==> config.mk <==
export PLATFORM = sky130hd
export DESIGN_NAME = dest_match_unit
export DESIGN_NICKNAME = d
export VERILOG_FILES = /design/src/rtl/dest_match_pkg.sv /design/src/rtl/dest_match_ctrl.sv /design/src/rtl/dest_match_datapath.sv /design/src/rtl/dest_match_unit.sv
export SDC_FILE = /design/constraint.sdc
export NUM_CORES = 1
export LEC_CHECK = 0
export ABC_AREA = 1
export BUFFER_PORTS_ARGS = -buffer_cell sky130_fd_sc_hd__buf_2
export CORE_MARGIN = 4
export CORE_UTILIZATION = 49
export DETAILED_ROUTE_END_ITERATION = 12
export PLACE_DENSITY = 0.84
export SLEW_MARGIN = 20
export SYNTH_ARGS = -nofsm -noshare
export SYNTH_HDL_FRONTEND = slang
export SYNTH_SLANG_ARGS = --single-unit
==> constraint.sdc <==
create_clock -name clk -period 1.7 [get_ports clk]
set_input_delay 0.085 -clock clk [delete_from_list [all_inputs] [get_ports clk]]
set_output_delay 0.085 -clock clk [all_outputs]
set_load 0.01 [all_outputs]
==> src/rtl/dest_match_pkg.sv <==
package dest_match_pkg;

  typedef enum logic [1:0] {
    SH_ADDR     = 2'd0,
    SH_SELF     = 2'd1,
    SH_ALL      = 2'd2,
    SH_ALL_BUT  = 2'd3
  } shorthand_e;

  // strobes from control to datapath
  typedef struct packed {
    logic idWr;
    logic lidWr;
    logic fmtWr;
    logic useAddr;
    logic selfOnly;
    logic allIncl;
    logic allExcl;
  } dmStrobes_t;

endpackage

==> src/rtl/dest_match_ctrl.sv <==
module dest_match_ctrl
  import dest_match_pkg::*;
(
  input  logic       clk,
  input  logic       rstN,
  input  logic       wrEn,
  input  logic [1:0] wrSel,
  input  logic [1:0] msgShorthand,
  output dmStrobes_t strb
);

  shorthand_e shCode;
  assign shCode = shorthand_e'(msgShorthand);

  always_comb begin
    strb = '0;
    if (wrEn) begin
      unique case (wrSel)
        2'd0:    strb.idWr  = 1'b1;
        2'd1:    strb.lidWr = 1'b1;
        2'd2:    strb.fmtWr = 1'b1;
        default: ;
      endcase
    end
    unique case (shCode)
      SH_ADDR:    strb.useAddr  = 1'b1;
      SH_SELF:    strb.selfOnly = 1'b1;
      SH_ALL:     strb.allIncl  = 1'b1;
      SH_ALL_BUT: strb.allExcl  = 1'b1;
      default:    ;
    endcase
  end

  // at most one register written per cycle
  a_r11_one_write: assert property (@(posedge clk) disable iff (!rstN)
    $onehot0({strb.idWr, strb.lidWr, strb.fmtWr}));
  // exactly one message class active
  a_r8_one_class: assert property (@(posedge clk) disable iff (!rstN)
    $countones({strb.useAddr, strb.selfOnly, strb.allIncl, strb.allExcl}) == 1);
  // no write strobe without enable
  a_r12_no_write_idle: assert property (@(posedge clk) disable iff (!rstN)
    !wrEn |-> !(strb.idWr || strb.lidWr || strb.fmtWr));

endmodule

==> src/rtl/dest_match_datapath.sv <==
module dest_match_datapath
  import dest_match_pkg::*;
#(
  parameter int DATA_W   = 32,
  parameter int ID_W     = 8,
  parameter int FMT_W    = 4,
  parameter logic [ID_W-1:0] RESET_ID = '0
) (
  input  logic              clk,
  input  logic              rstN,
  input  dmStrobes_t        strb,
  input  logic [DATA_W-1:0] wrData,
  input  logic              msgValid,
  input  logic [ID_W-1:0]   msgDest,
  input  logic              msgLogical,
  input  logic              msgIsSelf,
  output logic              match,
  output logic              badFormat
);

  localparam int NIB_W = ID_W / 2;
  localparam int HI_LSB = ID_W - NIB_W;

  logic [ID_W-1:0]  idQ;
  logic [ID_W-1:0]  lidQ;
  logic [FMT_W-1:0] fmtQ;
  logic             badQ;

  always_ff @(posedge clk) begin
    if (!rstN) begin
      idQ  <= RESET_ID;
      lidQ <= '0;
      fmtQ <= '1;
      badQ <= 1'b0;
    end else begin
      if (strb.idWr)  idQ  <= wrData[DATA_W-1 -: ID_W];
      if (strb.lidWr) lidQ <= wrData[DATA_W-1 -: ID_W];
      if (strb.fmtWr) fmtQ <= wrData[DATA_W-1 -: FMT_W];
      if (msgValid && fmtBad && strb.useAddr && msgLogical) badQ <= 1'b1;
    end
  end

  logic fmtFlat, fmtClus, fmtBad;
  logic physHit, flatHit, clusHit, logHit, addrHit;

  always_comb begin
    fmtFlat = (fmtQ == '1);
    fmtClus = (fmtQ == '0);
    fmtBad  = !fmtFlat && !fmtClus;
    physHit = (msgDest == idQ) || (msgDest == '1);
    flatHit = |(lidQ & msgDest);
    clusHit = (lidQ[ID_W-1:HI_LSB] == msgDest[ID_W-1:HI_LSB]) &&
              (|(lidQ[NIB_W-1:0] & msgDest[NIB_W-1:0]));
    logHit  = (fmtFlat && flatHit) || (fmtClus && clusHit);
    addrHit = msgLogical ? logHit : physHit;
    match   = (strb.useAddr && addrHit) || (strb.selfOnly && msgIsSelf) ||
              strb.allIncl || (strb.allExcl && !msgIsSelf);
  end

  assign badFormat = badQ;

  // sticky flag never falls while out of reset
  a_r10_sticky: assert property (@(posedge clk) disable iff (!rstN)
    badQ |=> badQ);
  // unknown format blocks logical matching
  a_r10_no_match_bad_fmt: assert property (@(posedge clk) disable iff (!rstN)
    (fmtBad && strb.useAddr && msgLogical) |-> !match);
  // self-only never matches another sender's controller
  a_r5_self_only: assert property (@(posedge clk) disable iff (!rstN)
    (strb.selfOnly && !msgIsSelf) |-> !match);
  // excluding-self never matches the sender
  a_r7_excl_self: assert property (@(posedge clk) disable iff (!rstN)
    (strb.allExcl && msgIsSelf) |-> !match);
  // format held without a format write
  a_r9_fmt_hold: assert property (@(posedge clk) disable iff (!rstN)
    !strb.fmtWr |=> $stable(fmtQ));
  // broadcast always hits in physical mode
  a_r2_broadcast: assert property (@(posedge clk) disable iff (!rstN)
    (strb.useAddr && !msgLogical && msgDest == '1) |-> match);

endmodule

==> src/rtl/dest_match_unit.sv <==
module dest_match_unit
  import dest_match_pkg::*;
#(
  parameter int DATA_W   = 32,
  parameter int ID_W     = 8,
  parameter int FMT_W    = 4,
  parameter logic [ID_W-1:0] RESET_ID = 8'h05
) (
  input  logic              clk,
  input  logic              rstN,
  input  logic              wrEn,
  input  logic [1:0]        wrSel,
  input  logic [DATA_W-1:0] wrData,
  input  logic              msgValid,
  input  logic [ID_W-1:0]   msgDest,
  input  logic              msgLogical,
  input  logic [1:0]        msgShorthand,
  input  logic              msgIsSelf,
  output logic              match,
  output logic              badFormat
);

  dmStrobes_t strb;

  dest_match_ctrl u_ctrl (
    .clk          (clk),
    .rstN         (rstN),
    .wrEn         (wrEn),
    .wrSel        (wrSel),
    .msgShorthand (msgShorthand),
    .strb         (strb)
  );

  dest_match_datapath #(
    .DATA_W   (DATA_W),
    .ID_W     (ID_W),
    .FMT_W    (FMT_W),
    .RESET_ID (RESET_ID)
  ) u_dp (
    .clk        (clk),
    .rstN       (rstN),
    .strb       (strb),
    .wrData     (wrData),
    .msgValid   (msgValid),
    .msgDest    (msgDest),
    .msgLogical (msgLogical),
    .msgIsSelf  (msgIsSelf),
    .match      (match),
    .badFormat  (badFormat)
  );

endmodule

==> results.sh <==
export IMPL_wire_per_inst_um=11.6
export IMPL_endpoint="match"
export IMPL_syn_num_nets=212
export IMPL_cap_viol_max_count=0
export IMPL_fmax_mhz=603
export IMPL_diodes=0
export IMPL_clkTransAtPathRegs_ps=130
export IMPL_first_pass_iters=4
export IMPL_yosysUniqueCellTypes=24
export IMPL_synthFlopType="dfxtp_1"
export IMPL_synth_edf_count=0
export IMPL_fin_util_pct=66.3
export IMPL_dp_hpwl_um=1810
export IMPL_setup_worst_path_start="u_dp.lidQ[4]"
export IMPL_ys_seq_area_share_pct=37.9
export IMPL_clk_path_buf_depth=2
export IMPL_port_buffers=27
export IMPL_vias=1080
export IMPL_finalMaxSlewViolations=0
export IMPL_period_minus_slack_ps=1660
export IMPL_relSlewSlack_pct=77.3
export IMPL_layout_nets=242
export IMPL_cp_cell_sequence="ha_4, nor2_2, nand2_1, nor2_1, nand2_1, nand3_1, nand2_1, a21oi_2, buf_2"
export IMPL_grt_pass1_vias=1022
export IMPL_insertion_delay_ps=300
export IMPL_synth_most_common_cell="nand2_1"
export IMPL_crit_path_start_kind="flip-flop"
export IMPL_cp_slowest_cell="dfxtp_2"
export IMPL_path_depth=9
export IMPL_setup_tns_ps=0
export IMPL_routabilityCongestion=0.832
export IMPL_critPathKind="flip-flop to primary output"
export IMPL_io_pin_count=52
export IMPL_critPathRequiredTime_ps=1620
export IMPL_r2r_end="u_dp.badFormat"
export IMPL_status="complete, no violations"
export IMPL_die_h_um=55.6
export IMPL_crit_path_frequent_cell="nand2_1"
export IMPL_synth_top_cells_by_area="dfxtp_1 38%, nand2_1 13%, inv_1 7.1%"
export IMPL_synth_top_area_cell="dfxtp_1"
export IMPL_end_kind="primary output"
export IMPL_clock_sinks=21
export IMPL_rsz0062_at_grt="true"
export IMPL_hold_start="wrData[31]"
export IMPL_area_delta_synth_final_pct=23.1
export IMPL_grtUsageMet2_pct=29.6
export IMPL_power_leakage_uw=0.000622
export IMPL_worstRegToRegCells=4
export IMPL_drc=0
export IMPL_cts_htree_levels=1
export IMPL_tightest_slew_ps=340
export IMPL_die_w_um=55.6
export IMPL_synth_top_cell_area_share_pct=37.9
export IMPL_r2r_start="u_dp.fmtQ[1]"
export IMPL_grt_total_usage_pct=16.6
export IMPL_synth_async_reset_ratio_pct=0
export IMPL_critPathBufInv=1
export IMPL_gr_usage_met3_pct=0.928
export IMPL_ant_nets=0
export IMPL_synth_area_um2=1110
export IMPL_post_cts_setup_buffer_count=0
export IMPL_p_per_area_nw_per_um2=712
export IMPL_core_area_um2=2060
export IMPL_drt_wl_total_um=2490
export IMPL_ys_ff_latch=21
export IMPL_min_period_over_period_pct=97.5
export IMPL_yosysWarnings=0
export IMPL_regToRegSetupSlack_ps=660
export IMPL_grt_pass1_wl_um=4230
export IMPL_peakVddDrop_uv=479
export IMPL_dpl_instance_area_um2=1250
export IMPL_cts_tree="done"
export IMPL_cts_buffers=3
export IMPL_root_buffer="clkbuf_4"
export IMPL_start_util_pct=53.8
export IMPL_rows=16
export IMPL_top_usage_layer="met2"
export IMPL_syn_area_per_cell_um2=7.02
export IMPL_vias_per_cell=5.05
export IMPL_fin_skew_ps=0.455
export IMPL_use_met1_pct=19.9
export IMPL_hp_class="primary input to flip-flop"
export IMPL_cp_max_fo=2
export IMPL_design_area_um2=1370
export IMPL_grt_overflow_total=0
export IMPL_crit_family="simple AND/OR/NAND/NOR gates"
export IMPL_layout_drive_gt1_share_pct=25.7
export IMPL_drt_iter0_drc=27
export IMPL_hold_viol_final=0
export IMPL_synthCells=158
export IMPL_die_area_um2=3090
export IMPL_antenna_found_initial=0
export IMPL_grt_max_degree=22
export IMPL_hold_depth=3
export IMPL_synth_common_cells="39 x nand2_1, 21 x dfxtp_1, 21 x inv_1"
export IMPL_critical_path_arrival_ps=1570
export IMPL_setup_viol=0
export IMPL_max_stage_delay_ps=380
[stage by stage]
| step | worst slack, ps | cells | hold WS [ps] | power, uW |
|---|---|---|---|---|
| floorplan | 465 | 158 | 211 | 642 |
| global placement | 390 | 208 | 314 | 699 |
| detailed placement | 342 | 208 | 316 | 708 |
| CTS | 8.33 | 214 | 4.41 | 966 |
| global route | -91.9 | 214 | 28.4 | 1020 |
| finish | 42.7 | 214 | 8.97 | 973 |
[per-layer routing]
metal | part of all wire (%) | vias up
li1 | - | 563
met1 | 44 | 487
met2 | 51 | 26
met3 | 2.9 | 4
met4 | 2.1 | 0
met5 | 0 | -
[how the worst min path moves through the flow]
stage	end
after global placement	u_dp.idQ[2]
after CTS	u_dp.fmtQ[3]
after global routing	u_dp.fmtQ[3]
after floorplan	u_dp.fmtQ[0]
after detailed placement	u_dp.idQ[2]
final	u_dp.fmtQ[3]
[state kept, by name, indices dropped and copies added (netlist names)]
signal          flops
u_dp.fmtQ           4
u_dp.lidQ           8
u_dp.idQ            8
u_dp.badFormat      1
[cell usage in the layout (no fill, tap or decap), drive strengths merged]
master,Yosys,layout
a21boi,1,1
a21oi,12,12
buf,2,27
clkbuf,2,3
clkinvlp,0,1
dfxtp,21,21
dlygate4sd3,0,2
ha,4,4
inv,22,22
nand2,39,39
nand3,8,8
nand4,2,2
nor2,18,18
nor3,3,3
nor3b,1,1
o211ai,2,2
o21a,1,1
o21ai,14,14
or2,1,1
xnor2,5,5
[tightest hold or removal path, delay by kind of cell]
| kind | cells | cell delay [ps] |
|---|---|---|
| buffers and inverters | 1 | 100 |
| and+or+nand+nor | 2 | 110 |
[area by class of cell]
class / instances / area (um^2)
Inverter: 22 / 82.6
Sequential cell: 21 / 425
Clock buffer: 3 / 22.5
Timing Repair Buffer: 29 / 155
Clock inverter: 1 / 7.51
Tap cell: 27 / 33.8
Fill cell: 179 / 696
Multi-Input combinational cell: 111 / 639
[cell families (layout without fill, tap and decap cells)]
group | count (synthesis) | in the layout | share of synthesized area, %
XOR/XNOR | 5 | 5 | 3.95
AND/OR/NAND/NOR | 72 | 72 | 29.1
buffers and inverters | 26 | 55 | 9.81
adder cells (fa/ha/maj) | 4 | 4 | 4.51
AO/OA/AOI/OAI | 30 | 30 | 14.8
flip-flops | 21 | 21 | 37.9
[where the power goes]
| part | total [uW] | leakage (uW) | internal (uW) | switching, uW |
|---|---|---|---|---|
| Combinational | 186 | 0.000435 | 82.1 | 104 |
| Sequential | 535 | 0.000174 | 518 | 16.3 |
| Clock | 252 | 0.0000139 | 89.7 | 162 |
| Total | 973 | 0.000622 | 690 | 283 |
[what timing repair did]
action / CTS / global route
endpoints found under the setup margin: 1 / 1
hold endpoints to repair: 2 / 0
pin swaps: 7 / 6
gates resized for setup: 4 / 7
hold buffers: 2 / 0
(Power assumes the default switching activity.)
